`src/rtl/fpcmp_pkg.sv`:
```
// Package: shared relation type and predicate bit positions for the
// double-precision compare unit.
// Assumes: predicate word layout is fixed at five bits.
package fpcmp_pkg;

    // Relation found between the two operands.
    typedef enum logic [1:0] {
        REL_UN = 2'd0,
        REL_EQ = 2'd1,
        REL_LT = 2'd2,
        REL_GT = 2'd3
    } rel_e;

    localparam int PRED_W   = 5;
    localparam int PRED_EXC = 0;   // quiet NaN raises invalid
    localparam int PRED_UN  = 1;   // unordered select
    localparam int PRED_EQ  = 2;   // equal select
    localparam int PRED_LT  = 3;   // less-than select
    localparam int PRED_GT  = 4;   // greater-than select

endpackage

```
`src/rtl/fpcmp_classify.sv`:
```
// Module: fpcmp_classify
// Splits one floating-point pattern into sign, magnitude and class flags.
// Assumes: the signalling marker is the top fraction bit, set for a
// signalling NaN.
module fpcmp_classify #(
    parameter  int EXP_W  = 11,
    parameter  int FRAC_W = 52,
    localparam int WIDTH  = 1 + EXP_W + FRAC_W
) (
    input  logic [WIDTH-1:0] op_i,
    output logic             sign_o,
    output logic [WIDTH-2:0] mag_o,
    output logic             nan_o,
    output logic             snan_o,
    output logic             zero_o
);

    logic [EXP_W-1:0]  exp_f;
    logic [FRAC_W-1:0] frac_f;

    // Field extraction.
    assign exp_f  = op_i[WIDTH-2 -: EXP_W];
    assign frac_f = op_i[FRAC_W-1:0];

    // Class decode from the fields.
    always_comb begin
        sign_o = op_i[WIDTH-1];
        mag_o  = op_i[WIDTH-2:0];
        nan_o  = (&exp_f) && (|frac_f);
        snan_o = nan_o && frac_f[FRAC_W-1];
        zero_o = ~|op_i[WIDTH-2:0];
    end

endmodule

```
`src/rtl/fpcmp_order.sv`:
```
// Module: fpcmp_order
// Orders two non-NaN sign-magnitude operands (infinities included).
// Assumes: NaN handling is done downstream; the result is meaningless
// when either operand is a NaN.
module fpcmp_order
    import fpcmp_pkg::*;
#(
    parameter int MAG_W = 63
) (
    input  logic             sign_a_i,
    input  logic             sign_b_i,
    input  logic             zero_a_i,
    input  logic             zero_b_i,
    input  logic [MAG_W-1:0] mag_a_i,
    input  logic [MAG_W-1:0] mag_b_i,
    output rel_e             rel_o
);

    logic mag_lt;
    logic mag_eq;

    // Unsigned magnitude compare shared by both sign cases.
    assign mag_lt = mag_a_i < mag_b_i;
    assign mag_eq = mag_a_i == mag_b_i;

    // Relation selection by sign combination.
    always_comb begin
        if (sign_a_i != sign_b_i) begin
            if (zero_a_i && zero_b_i) rel_o = REL_EQ;
            else if (sign_a_i)        rel_o = REL_LT;
            else                      rel_o = REL_GT;
        end else if (mag_eq) begin
            rel_o = REL_EQ;
        end else if (!sign_a_i) begin
            rel_o = mag_lt ? REL_LT : REL_GT;
        end else begin
            rel_o = mag_lt ? REL_GT : REL_LT;
        end
    end

endmodule

```
`src/rtl/fpcmp_decide.sv`:
```
// Module: fpcmp_decide
// Applies NaN and invalid rules, then picks the predicate bit of the
// relation found.
// Assumes: rel_i is valid whenever neither operand is a NaN.
module fpcmp_decide
    import fpcmp_pkg::*;
(
    input  logic [1:0]        nan_i,
    input  logic [1:0]        snan_i,
    input  rel_e              rel_i,
    input  logic [PRED_W-1:0] pred_i,
    input  logic              trap_en_i,
    output logic              cond_o,
    output logic              flag_o,
    output logic              trap_o
);

    logic [1:0] op_inv;
    logic       invalid;

    // Invalid test per operand.
    for (genvar k = 0; k < 2; k++) begin : g_inv
        assign op_inv[k] = nan_i[k] && (snan_i[k] || pred_i[PRED_EXC]);
    end
    assign invalid = |op_inv;

    // Output selection: invalid, then quiet unordered, then ordered.
    always_comb begin
        flag_o = 1'b0;
        trap_o = 1'b0;
        if (invalid) begin
            cond_o = pred_i[PRED_UN];
            trap_o = trap_en_i;
            flag_o = !trap_en_i;
        end else if (|nan_i) begin
            cond_o = pred_i[PRED_UN];
        end else begin
            unique case (rel_i)
                REL_EQ:  cond_o = pred_i[PRED_EQ];
                REL_LT:  cond_o = pred_i[PRED_LT];
                REL_GT:  cond_o = pred_i[PRED_GT];
                default: cond_o = pred_i[PRED_UN];
            endcase
        end
    end

endmodule

```
`src/rtl/fpcmp_unit.sv`:
```
// Module: fpcmp_unit (top)
// Double-precision compare with predicate select and invalid reporting.
// One register stage: results appear one clock after the inputs.
// Assumes: inputs are known at each rising edge; rst_n is synchronous.
module fpcmp_unit
    import fpcmp_pkg::*;
#(
    parameter  int EXP_W  = 11,
    parameter  int FRAC_W = 52,
    localparam int WIDTH  = 1 + EXP_W + FRAC_W
) (
    input  logic              clk,
    input  logic              rst_n,
    input  logic [WIDTH-1:0]  opa_i,
    input  logic [WIDTH-1:0]  opb_i,
    input  logic [PRED_W-1:0] pred_i,
    input  logic              trap_en_i,
    output logic              cond_o,
    output logic              inv_flag_o,
    output logic              inv_trap_o
);

    localparam int MAG_W = WIDTH - 1;

    logic [WIDTH-1:0] op_v   [2];
    logic [MAG_W-1:0] mag_v  [2];
    logic [1:0]       sign_v;
    logic [1:0]       nan_v;
    logic [1:0]       snan_v;
    logic [1:0]       zero_v;
    rel_e             rel_c;
    logic             cond_c;
    logic             flag_c;
    logic             trap_c;

    assign op_v[0] = opa_i;
    assign op_v[1] = opb_i;

    // One classifier per operand.
    for (genvar i = 0; i < 2; i++) begin : g_cls
        fpcmp_classify #(.EXP_W(EXP_W), .FRAC_W(FRAC_W)) u_cls (
            .op_i   (op_v[i]),
            .sign_o (sign_v[i]),
            .mag_o  (mag_v[i]),
            .nan_o  (nan_v[i]),
            .snan_o (snan_v[i]),
            .zero_o (zero_v[i])
        );
    end

    fpcmp_order #(.MAG_W(MAG_W)) u_order (
        .sign_a_i (sign_v[0]),
        .sign_b_i (sign_v[1]),
        .zero_a_i (zero_v[0]),
        .zero_b_i (zero_v[1]),
        .mag_a_i  (mag_v[0]),
        .mag_b_i  (mag_v[1]),
        .rel_o    (rel_c)
    );

    fpcmp_decide u_decide (
        .nan_i     (nan_v),
        .snan_i    (snan_v),
        .rel_i     (rel_c),
        .pred_i    (pred_i),
        .trap_en_i (trap_en_i),
        .cond_o    (cond_c),
        .flag_o    (flag_c),
        .trap_o    (trap_c)
    );

    // Output register stage with synchronous reset.
    always_ff @(posedge clk) begin
        if (!rst_n) begin
            cond_o     <= 1'b0;
            inv_flag_o <= 1'b0;
            inv_trap_o <= 1'b0;
        end else begin
            cond_o     <= cond_c;
            inv_flag_o <= flag_c;
            inv_trap_o <= trap_c;
        end
    end

    // Checker view of an invalid operation, built from classifier outputs.
    logic chk_inv;
    assign chk_inv = (nan_v[0] && (snan_v[0] || pred_i[PRED_EXC])) ||
                     (nan_v[1] && (snan_v[1] || pred_i[PRED_EXC]));

    assert_trap_R3: assert property (@(posedge clk) disable iff (!rst_n)
        (chk_inv && trap_en_i) |=>
        (inv_trap_o && !inv_flag_o && cond_o == $past(pred_i[PRED_UN])));

    assert_flag_R4: assert property (@(posedge clk) disable iff (!rst_n)
        (chk_inv && !trap_en_i) |=>
        (inv_flag_o && !inv_trap_o && cond_o == $past(pred_i[PRED_UN])));

    assert_quiet_R5: assert property (@(posedge clk) disable iff (!rst_n)
        ((|nan_v) && !chk_inv) |=>
        (!inv_flag_o && !inv_trap_o && cond_o == $past(pred_i[PRED_UN])));

    assert_zeros_R6: assert property (@(posedge clk) disable iff (!rst_n)
        ((&zero_v) && !(|nan_v)) |=> (cond_o == $past(pred_i[PRED_EQ])));

    assert_same_R7: assert property (@(posedge clk) disable iff (!rst_n)
        ((opa_i == opb_i) && !(|nan_v)) |=> (cond_o == $past(pred_i[PRED_EQ])));

    assert_excl_R10: assert property (@(posedge clk) disable iff (!rst_n)
        !(inv_flag_o && inv_trap_o));

endmodule

```
`config.mk`:
```
export PLATFORM = sky130hd
export DESIGN_NAME = fpcmp_unit
export DESIGN_NICKNAME = d
export VERILOG_FILES = /design/src/rtl/fpcmp_pkg.sv /design/src/rtl/fpcmp_classify.sv /design/src/rtl/fpcmp_order.sv /design/src/rtl/fpcmp_decide.sv /design/src/rtl/fpcmp_unit.sv
export SDC_FILE = /design/constraint.sdc
export NUM_CORES = 1
export LEC_CHECK = 0
export ABC_AREA = 1
export BUFFER_PORTS_ARGS = -buffer_cell sky130_fd_sc_hd__buf_2
export CORE_ASPECT_RATIO = 2
export CORE_MARGIN = 10
export CORE_UTILIZATION = 30
export CTS_BUF_LIST = sky130_fd_sc_hd__clkbuf_4
export CTS_CLUSTER_DIAMETER = 200
export DETAILED_ROUTE_END_ITERATION = 12
export MAX_ROUTING_LAYER = met4
export PLACE_DENSITY = 0.56
export SLEW_MARGIN = 5
export SYNTH_ARGS = -nofsm -noshare
export SYNTH_HDL_FRONTEND = slang
export SYNTH_HIERARCHICAL = 1
export SYNTH_SLANG_ARGS = --single-unit
```
`constraint.sdc`:
```
create_clock -name clk -period 2.6 [get_ports clk]
set_clock_uncertainty 0.2 [all_clocks]
set_input_delay 0.13 -clock clk [delete_from_list [all_inputs] [get_ports clk]]
set_output_delay 0.13 -clock clk [all_outputs]
set_load 0.03 [all_outputs]
```
# Yosys cells after proc, flatten, opt, wreduce, memory -nomap -nowiden
# Index checks and enable logic that the tools add are counted.
# Widths: inputs -> output; s select.
[totals] output_inout_bits=3 reg_bits=3
[classes] magnitude_cmp=1 reduce_logical=21 n_eq_ne=5 n_mux=10
[ops] operator="$reduce_or 63->1" n=2
[ops] operator="$reduce_or 52->1" n=2
[ops] operator="$eq 63x63->1" n=1
[ops] operator="$lt 63x63->1" n=1
[ops] operator="$reduce_and 11->1" n=2
[ops] operator="$mux 2" n=4
[ops] operator="$logic_and 1x1->1" n=7
[ops] operator="$mux 1" n=5
[ops] operator="$eq 2x2->1 const B" n=2
[ops] operator="$reduce_or 2->1" n=2
[ops] operator="$logic_not 1->1" n=3
[ops] operator="$pmux 1 s3" n=1
[ops] operator="$eq 2x1->1 const B" n=1
[ops] operator="$logic_or 1x1->1" n=2
[ops] operator="$reduce_and 2->1" n=1
[ops] operator="$ne 1x1->1" n=1

# Longest topological paths before layout
# Gate-level depths: netlist (run 1).
[logic_depth] ltp_word=9 ltp_mapped=25 depth_no_buf=24

# Cells and area by module
# Netlist (run 1), hierarchy kept.
[modules_own_cells] mod="fpcmp_order" instances=1 area_per_inst_um2=1863.0 seq_area_each_um2=0.0 cells_each=311
[modules_own_cells] mod="fpcmp_classify" instances=2 area_per_inst_um2=743.2 seq_area_each_um2=0.0 cells_each=128
[modules_own_cells] mod="fpcmp_unit" instances=1 area_per_inst_um2=82.6 seq_area_each_um2=60.1 cells_each=9
[modules_own_cells] mod="fpcmp_decide" instances=1 area_per_inst_um2=75.1 seq_area_each_um2=0.0 cells_each=16

# Worst setup path before layout (run 1)
# No wires, ideal clock.
[synth_timing] path_kind="input-to-reg" startpoint="input opa_i[54]" endpoint="register cond_o" arrival_ps=1721 t_required_ps=2291 setup_slack_ps=570 n_path_buf=1 path_stages=20 cell_sequence="buf_4 ha_1 nand2_1 nor2_2 nand4_4 nor2_2 and3_1 nand2_1 nand2_1 nand2_1 nand3_1 nand2_1 inv_1 inv_1 nand2_1 nand2_1 nor2_1 nor2_1 nand2_1 inv_1"
[synth_between] elab_chain_len=9 elab_cells_between_ends=24
[synth_rtl] element="from (decl)" line="fpcmp_unit.sv:14" text="input logic [WIDTH-1:0] opa_i,"
[synth_rtl] element="$lt 63x63->1 / $reduce_or 63->1 (equally long branches)" line="fpcmp_order.sv:23, fpcmp_classify.sv:31"
[synth_rtl] element="$mux 1 (tied with other cells)" line="fpcmp_order.sv:35" text="rel_o = mag_lt ? REL_LT : REL_GT;"
[synth_rtl] element="$mux 2 / $logic_and 1x1->1 (equally long branches)" line="fpcmp_order.sv:34, fpcmp_order.sv:29"
[synth_rtl] element="$mux 2, on equally long branches" line="fpcmp_order.sv:32, fpcmp_order.sv:29"
[synth_rtl] element="$mux 2 (*)" line="fpcmp_order.sv:28" text="if (sign_a_i != sign_b_i) begin"
[synth_rtl] element="named net rel_c[0]" line="fpcmp_unit.sv:31" text="rel_e rel_c;"
[synth_rtl] element="$eq 2x2->1 / $eq 2x1->1 (equally long branches)" line="fpcmp_decide.sv:38" text="unique case (rel_i)"
[synth_rtl] element="$pmux 1 s3 (*)" line="fpcmp_decide.sv:38"
[synth_rtl] element="$mux 1 (*)" line="fpcmp_decide.sv:35" text="end else if (|nan_i) begin"
[synth_rtl] element="$mux 1 (*)" line="fpcmp_decide.sv:31" text="if (invalid) begin"
[synth_rtl] element="named net cond_c" line="fpcmp_unit.sv:32" text="logic cond_c;"
[synth_rtl] element="to (signal assigned)" line="fpcmp_unit.sv:79" text="cond_o <= cond_c;"
[synth_rtl] element="to (decl)" line="fpcmp_unit.sv:18" text="output logic cond_o,"
# Mark *: on every way through the listed nets, which the timed path passes. The rest lies on a longest branch.
# A chain may end at the register's enable or synchronous reset.

# Worst setup path in the final report (run 1)
[layout_timing] startpoint="input opb_i[34]" endpoint="register cond_o"
[layout_between] elab_chain_len=9 elab_cells_between_ends=24
[layout_rtl] element="from (decl)" line="fpcmp_unit.sv:15" text="input logic [WIDTH-1:0] opb_i,"
[layout_rtl] element="$reduce_or 63->1" line="fpcmp_classify.sv:31" text="zero_o = ~|op_i[WIDTH-2:0];"
[layout_rtl] element="$logic_not 1->1" line="fpcmp_classify.sv:31"
[layout_rtl] element="$logic_and 1x1->1" line="fpcmp_order.sv:29" text="if (zero_a_i && zero_b_i) rel_o = REL_EQ;"
[layout_rtl] element="$mux 2" line="fpcmp_order.sv:29"
[layout_rtl] element="$mux 2 (*)" line="fpcmp_order.sv:28"
[layout_rtl] element="named net rel_c[1]" line="fpcmp_unit.sv:31"
[layout_rtl] element="$eq 2x2->1 / $eq 2x1->1 (equally long branches)" line="fpcmp_decide.sv:38"
[layout_rtl] element="$pmux 1 s3 (*)" line="fpcmp_decide.sv:38"
[layout_rtl] element="$mux 1 (*)" line="fpcmp_decide.sv:35"
[layout_rtl] element="$mux 1 (*)" line="fpcmp_decide.sv:31"
[layout_rtl] element="named net cond_c" line="fpcmp_unit.sv:32"
# Marked as above.

==> results of run 1 <==
-- cell type report --
cell class,count,area [µm²]
clock buffer,4,30.0
fill,1354,7890
inverter,100,375
multi-input combinational,361,2110
sequential,3,60.1
tap,142,178
timing repair buffer,140,711
-- kinds of logic (layout without fill, tap and decap cells) --
kind of cell	Yosys count	in the layout	synth area share (%)
mux	1	1	0.321
fa+ha+maj	63	63	22.5
buf+inv	228	244	38.1
compound gates	34	34	5.32
flops	3	3	1.71
simple gates	263	263	32.1
-- cell usage after synthesis (4+ instances only) --
cell type  instances  share of area, %
nand4_1           13               2.3
a21oi_1           24               3.4
a21o_1             4              0.86
buf_4            128                27
nand2_1          120                13
inv_1             95                10
nor2_1            93                10
nand3_1           10               1.4
nor2_2             5              0.89
nand2_2            4              0.71
ha_1              63                22
nor3_1             4              0.57
inv_2              5              0.54
-- worst min-delay path, cell delays in order --
cell and delay (ns):
buf_2 0.07, a21oi_1 0.03, nor2_1 0.10, nand2_1 0.05
inv_1 0.04
-- through the flow --
stage	total power [mW]	utilization, %	hold WS, ns	cell area, µm²	cells
after detailed placement	0.502	30.1	0.147	3410	744
after floorplan	0.436	-	0.0235	3510	592
final	0.591	30.5	0.0103	3460	750
after global placement	0.502	30.1	0.151	3410	744
after CTS	0.604	30.5	0.0103	3460	750
after global routing	0.676	30.5	0.0275	3460	750
-- sequential cells by signal (all words and copies together) (netlist names) --
signal,cells
inv_flag_o,1
inv_trap_o,1
cond_o,1
-- report_power, final --
group / total, mW / switching [mW] / internal (mW) / leakage [nW]
logic: 0.447 / 0.245 / 0.201 / 2.14
clock network: 0.0965 / 0.0283 / 0.0682 / 0.0184
registers: 0.0480 / 0.000235 / 0.0478 / 0.0244
-- timing repair --
item | 4_1_cts | 5_1_grt
buffers inserted | 0 | 0
hold buffers | 2 | 0
endpoints found under the hold margin | 3 | 0
-- final timing paths --
| check | to | from | slack (ns) | depth (start not counted) |
|---|---|---|---|---|
| worst max-delay path | cond_o$_SDFF_PN0_ | opb_i[34] | 0.49 | 16 |
| worst min-delay path | cond_o$_SDFF_PN0_ | pred_i[1] | 0.01 | 5 |
-- layer usage --
layer / up-vias / track usage, % / wire, µm
met5: - / - / 0
met2: 80 / 24.6 / 5980
met1: 1337 / 9.90 / 3150
li1: 1734 / - / -
met3: 2 / 1.21 / 494
met4: 0 / 1.10 / 34
==> impl_metrics.env, run 1 <==
export IMPL_cellLeakagePower_nw=2.19
export IMPL_outcome="completed"
export IMPL_gp_congestion=0.842
export IMPL_syn_inst=592
export IMPL_slew_viol_final=0
export IMPL_critical_path_top_delay_family="simple AND/OR/NAND/NOR gates"
export IMPL_crit_top_cell="inv_1"
export IMPL_cp_cell_sequence="buf_2, inv_1, ha_1, nand2_1, inv_1, nand3_1, nor3_1, and3_1, nand4_1, mux2_2, inv_1, nand2_1, a21oi_1, nor2_1, nand2_1, inv_1"
export IMPL_yosysWarnings=6
export IMPL_start_util_pct=30.9
export IMPL_worstPathArrival_ns=2.05
export IMPL_die_width_um=96.5
export IMPL_synthFlopType="dfxtp_1"
export IMPL_slowest_stage="mux2_2"
export IMPL_first_global_vias=3429
export IMPL_gr_total_overflow=0
export IMPL_synth_edf_count=0
export IMPL_place_port_buffers=138
export IMPL_synthArstFlopShare_pct=0
export IMPL_min_period_over_period_pct=81.2
export IMPL_dr_pass1_iters=4
export IMPL_layout_common_cells="buf_2, nand2_1, inv_1"
export IMPL_worst_pin_slew_ns=0.436
export IMPL_clock_path_buffers=2
export IMPL_cts_resized=0
export IMPL_layout_setup_ws_ns=0.488
export IMPL_die_h_um=173
export IMPL_syn_to_final_growth_pct=-1.21
export IMPL_antenna_found_initial=0
export IMPL_grtUsageTotal_pct=11.5
export IMPL_fmax_mhz=474
export IMPL_std_cell_rows=55
export IMPL_ys_ff_latch=3
export IMPL_syn_nets=791
export IMPL_cts_buffers=3
export IMPL_final_common_cell="buf_2"
export IMPL_vias_per_cell=4.20
export IMPL_ant_nets=0
export IMPL_setup_viol=0
export IMPL_design_portCount=139
export IMPL_tns_ns=0
export IMPL_end_kind="register"
export IMPL_core_area_um2=11400
export IMPL_required_ns=2.54
export IMPL_dieArea_um2=16700
export IMPL_first_iter_violations=26
export IMPL_pre_cts_ws_ns=0.181
export IMPL_wl_per_cell_um=12.9
export IMPL_cts_tree="yes"
export IMPL_ys_types=28
export IMPL_maxCapViolCount=0
export IMPL_powerDensity_nw_per_um2=171
export IMPL_rsz0062_at_grt="no"
export IMPL_grt_max_degree=4
export IMPL_hpwl_um=9220
export IMPL_relSlewSlack_pct=70.7
export IMPL_slowest_delay_ns=0.32
export IMPL_startpoint_type="primary input"
export IMPL_period_needed_ns=2.11
export IMPL_num_antenna_cells=0
export IMPL_synth_seq_area_share_pct=1.71
export IMPL_drcViolationCount=0
export IMPL_synth_cell_area_um2=3510
export IMPL_path_clk_slew_ns=0.04
export IMPL_fin_nets=808
export IMPL_clock_sinks=3
export IMPL_irDropWorstVdd_mv=0.192
export IMPL_grt_pass1_wl_um=15100
export IMPL_worstSetupPathType="in2reg"
export IMPL_cp_num_buf_inv=5
export IMPL_drt_total_wl_um=9650
export IMPL_root_buffer="clkbuf_4"
export IMPL_hold_class="in2reg"
export IMPL_worstPathMaxFanout=3
export IMPL_hold_viol=0
export IMPL_htreeDepth=1
export IMPL_vias=3153
export IMPL_avgSynthCellArea_um2=5.92
export IMPL_drive_above_1_share_pct=26.6
(Power assumes the default switching activity.)
==> run 2: changes to the inputs <==
--- a/config.mk
+++ b/config.mk
@@ -14,7 +14,7 @@
 export CTS_CLUSTER_DIAMETER = 200
 export DETAILED_ROUTE_END_ITERATION = 12
 export MAX_ROUTING_LAYER = met4
-export PLACE_DENSITY = 0.56
+export PLACE_DENSITY = 0.58
 export SLEW_MARGIN = 5
 export SYNTH_ARGS = -nofsm -noshare
 export SYNTH_HDL_FRONTEND = slang
==> constraint.sdc (replaced) <==
create_clock -name clk -period 1.9 [get_ports clk]
set_clock_uncertainty 0.2 [all_clocks]
set_input_delay 0.095 -clock clk [delete_from_list [all_inputs] [get_ports clk]]
set_output_delay 0.095 -clock clk [all_outputs]
set_load 0.03 [all_outputs]
==> impl_metrics.env, run 2 (synthesized netlist as in run 1, its figures left out) <==
export IMPL_hpwl_um=9400
export IMPL_dieArea_um2=16700
export IMPL_ant_nets=0
export IMPL_first_iter_violations=42
export IMPL_p_comb_share_pct=81.7
export IMPL_antenna_found_initial=2
export IMPL_fin_nets=860
export IMPL_clock_path_buffers=2
export IMPL_cp_cell_sequence="buf_2, inv_1, ha_1, nand2_1, nor3_2, buf_4, and3_4, nand4_1, mux2_4, nand3_2, nand3_2, nor2_1, nor2_1, nand2_1, inv_1"
export IMPL_end_kind="register"
export IMPL_placed_area_um2=3780
export IMPL_hold_viol=0
export IMPL_powerDensity_nw_per_um2=239
export IMPL_gr_total_overflow=0
export IMPL_place_port_buffers=138
export IMPL_grt_max_degree=4
export IMPL_cellLeakagePower_nw=2.48
export IMPL_vias=3460
export IMPL_hold_class="in2reg"
export IMPL_cts_tree="yes"
export IMPL_seq_power_share_pct=6.2
export IMPL_cts_buffers=3
export IMPL_final_common_cell="buf_2"
export IMPL_worst_pin_slew_ns=0.285
export IMPL_startpoint_type="primary input"
export IMPL_worstPathMaxFanout=3
export IMPL_outcome="finished with violations"
export IMPL_finalPower_mw=1.06
export IMPL_first_global_vias=3712
export IMPL_design_portCount=139
export IMPL_setup_viol=1
export IMPL_dr_pass1_iters=4
export IMPL_intPower_mw=0.592
export IMPL_irDropWorstVdd_mv=0.253
export IMPL_slowest_stage="mux2_4"
export IMPL_syn_to_final_growth_pct=26.5
export IMPL_fmax_mhz=516
export IMPL_postLayoutCoreUtil_pct=39.1
export IMPL_reg_largest_list="cond_o x1, inv_flag_o x1, inv_trap_o x1"
export IMPL_die_width_um=96.5
export IMPL_rsz0062_at_grt="yes"
export IMPL_layout_setup_ws_ns=-0.0397
export IMPL_start_util_pct=30.9
export IMPL_drt_total_wl_um=10300
export IMPL_stdcell_area_um2=4440
export IMPL_slowest_delay_ns=0.32
export IMPL_gp_congestion=0.823
export IMPL_min_period_over_period_pct=102
export IMPL_root_buffer="clkbuf_4"
export IMPL_nFillCells=1287
export IMPL_required_ns=1.83
export IMPL_std_cell_rows=55
export IMPL_min_from="pred_i[2]"
export IMPL_period_needed_ns=1.94
export IMPL_hold_path_depth=7
export IMPL_p_sw_mw=0.468
export IMPL_hold_path_end="cond_o$_SDFF_PN0_"
export IMPL_worstSetupPathType="in2reg"
export IMPL_netSwitchingFraction_pct=44.2
export IMPL_htreeDepth=1
export IMPL_core_area_um2=11400
export IMPL_drcViolationCount=0
export IMPL_wl_per_cell_um=12.8
export IMPL_worstPathArrival_ns=1.87
export IMPL_placedCellCount=788
export IMPL_relSlewSlack_pct=80.8
export IMPL_slew_viol_final=0
export IMPL_grtUsageTotal_pct=11.8
export IMPL_die_h_um=173
export IMPL_grt_pass1_wl_um=15800
export IMPL_power_frac_clock_pct=12.1
export IMPL_maxCapViolCount=0
export IMPL_path_clk_slew_ns=0.04
export IMPL_violations="negative setup slack"
export IMPL_pre_cts_ws_ns=-0.429
export IMPL_vias_per_cell=4.30
export IMPL_final_cells=804
export IMPL_clock_sinks=3
export IMPL_drive_above_1_share_pct=44.5
export IMPL_layout_common_cells="buf_2, nand2_1, nor2_1"
[run 2: per-stage QoR]
step	hold WS, ns	setup TNS (ns)
after floorplan	-0.0115	-0.0760
after global routing	0.125	-0.221
final	0.102	-0.0397
after CTS	0.0926	-0.0754
after detailed placement	0.120	-0.533
after global placement	0.124	-0.465
[run 2: critical path: cells and delay by family]
family / cells / cell delay [ns]
mux: 1 / 0.32
buf+inv: 4 / 0.30
fa+ha+maj: 1 / 0.28
simple gates: 9 / 0.85
[run 2: final cells by class]
cell class / count / area (µm²) / area share (%)
multi-input cells: 361 / 2630 / 59.2
inverters: 100 / 383 / 8.63
well taps: 142 / 178 / 4.01
flip-flops and latches: 3 / 60.1 / 1.35
repair buffers: 192 / 1150 / 26.0
clock buffers: 4 / 30.0 / 0.677
diodes: 2 / 5.00 / 0.113
[run 2: power by group through the flow]
stage	registers, mW	clock network, mW	logic (mW)
after global placement	0.0668	0	0.690
after global routing	0.0664	0.138	0.983
final	0.0658	0.128	0.867
after detailed placement	0.0668	0	0.694
after CTS	0.0658	0.132	0.738
after floorplan	0.0715	0	0.535
[run 2: routing by layer]
metal	track usage (%)	vias to the layer above	share of wire, %	wire length (µm)
li1	-	1842	-	-
met1	10.4	1528	33	3390
met2	24.2	84	61	6300
met3	1.95	6	5.2	542
met4	2.13	0	0.99	102
met5	-	-	0	0
[run 2: repair_timing]
action                     in CTS  in global routing
resized for setup              31                 70
cloned                          0                  0
hold endpoints to repair        3                  0
hold buffers                    3                  0
setup endpoints to repair       1                  1
pin swaps                      12                 39
buffers inserted                1                  6
[run 2: worst max path at each step]
stage | startpoint | end | slack (ns) | depth (start not counted)
finish | opb_i[38] | cond_o$_SDFF_PN0_ | -0.04 | 15
global route | opb_i[59] | cond_o$_SDFF_PN0_ | -0.22 | 21
CTS | opa_i[34] | cond_o$_SDFF_PN0_ | -0.08 | 16
detailed placement | opb_i[34] | cond_o$_SDFF_PN0_ | -0.43 | 17
global placement | opb_i[34] | cond_o$_SDFF_PN0_ | -0.40 | 17
floorplan | opa_i[34] | cond_o$_SDFF_PN0_ | -0.08 | 15
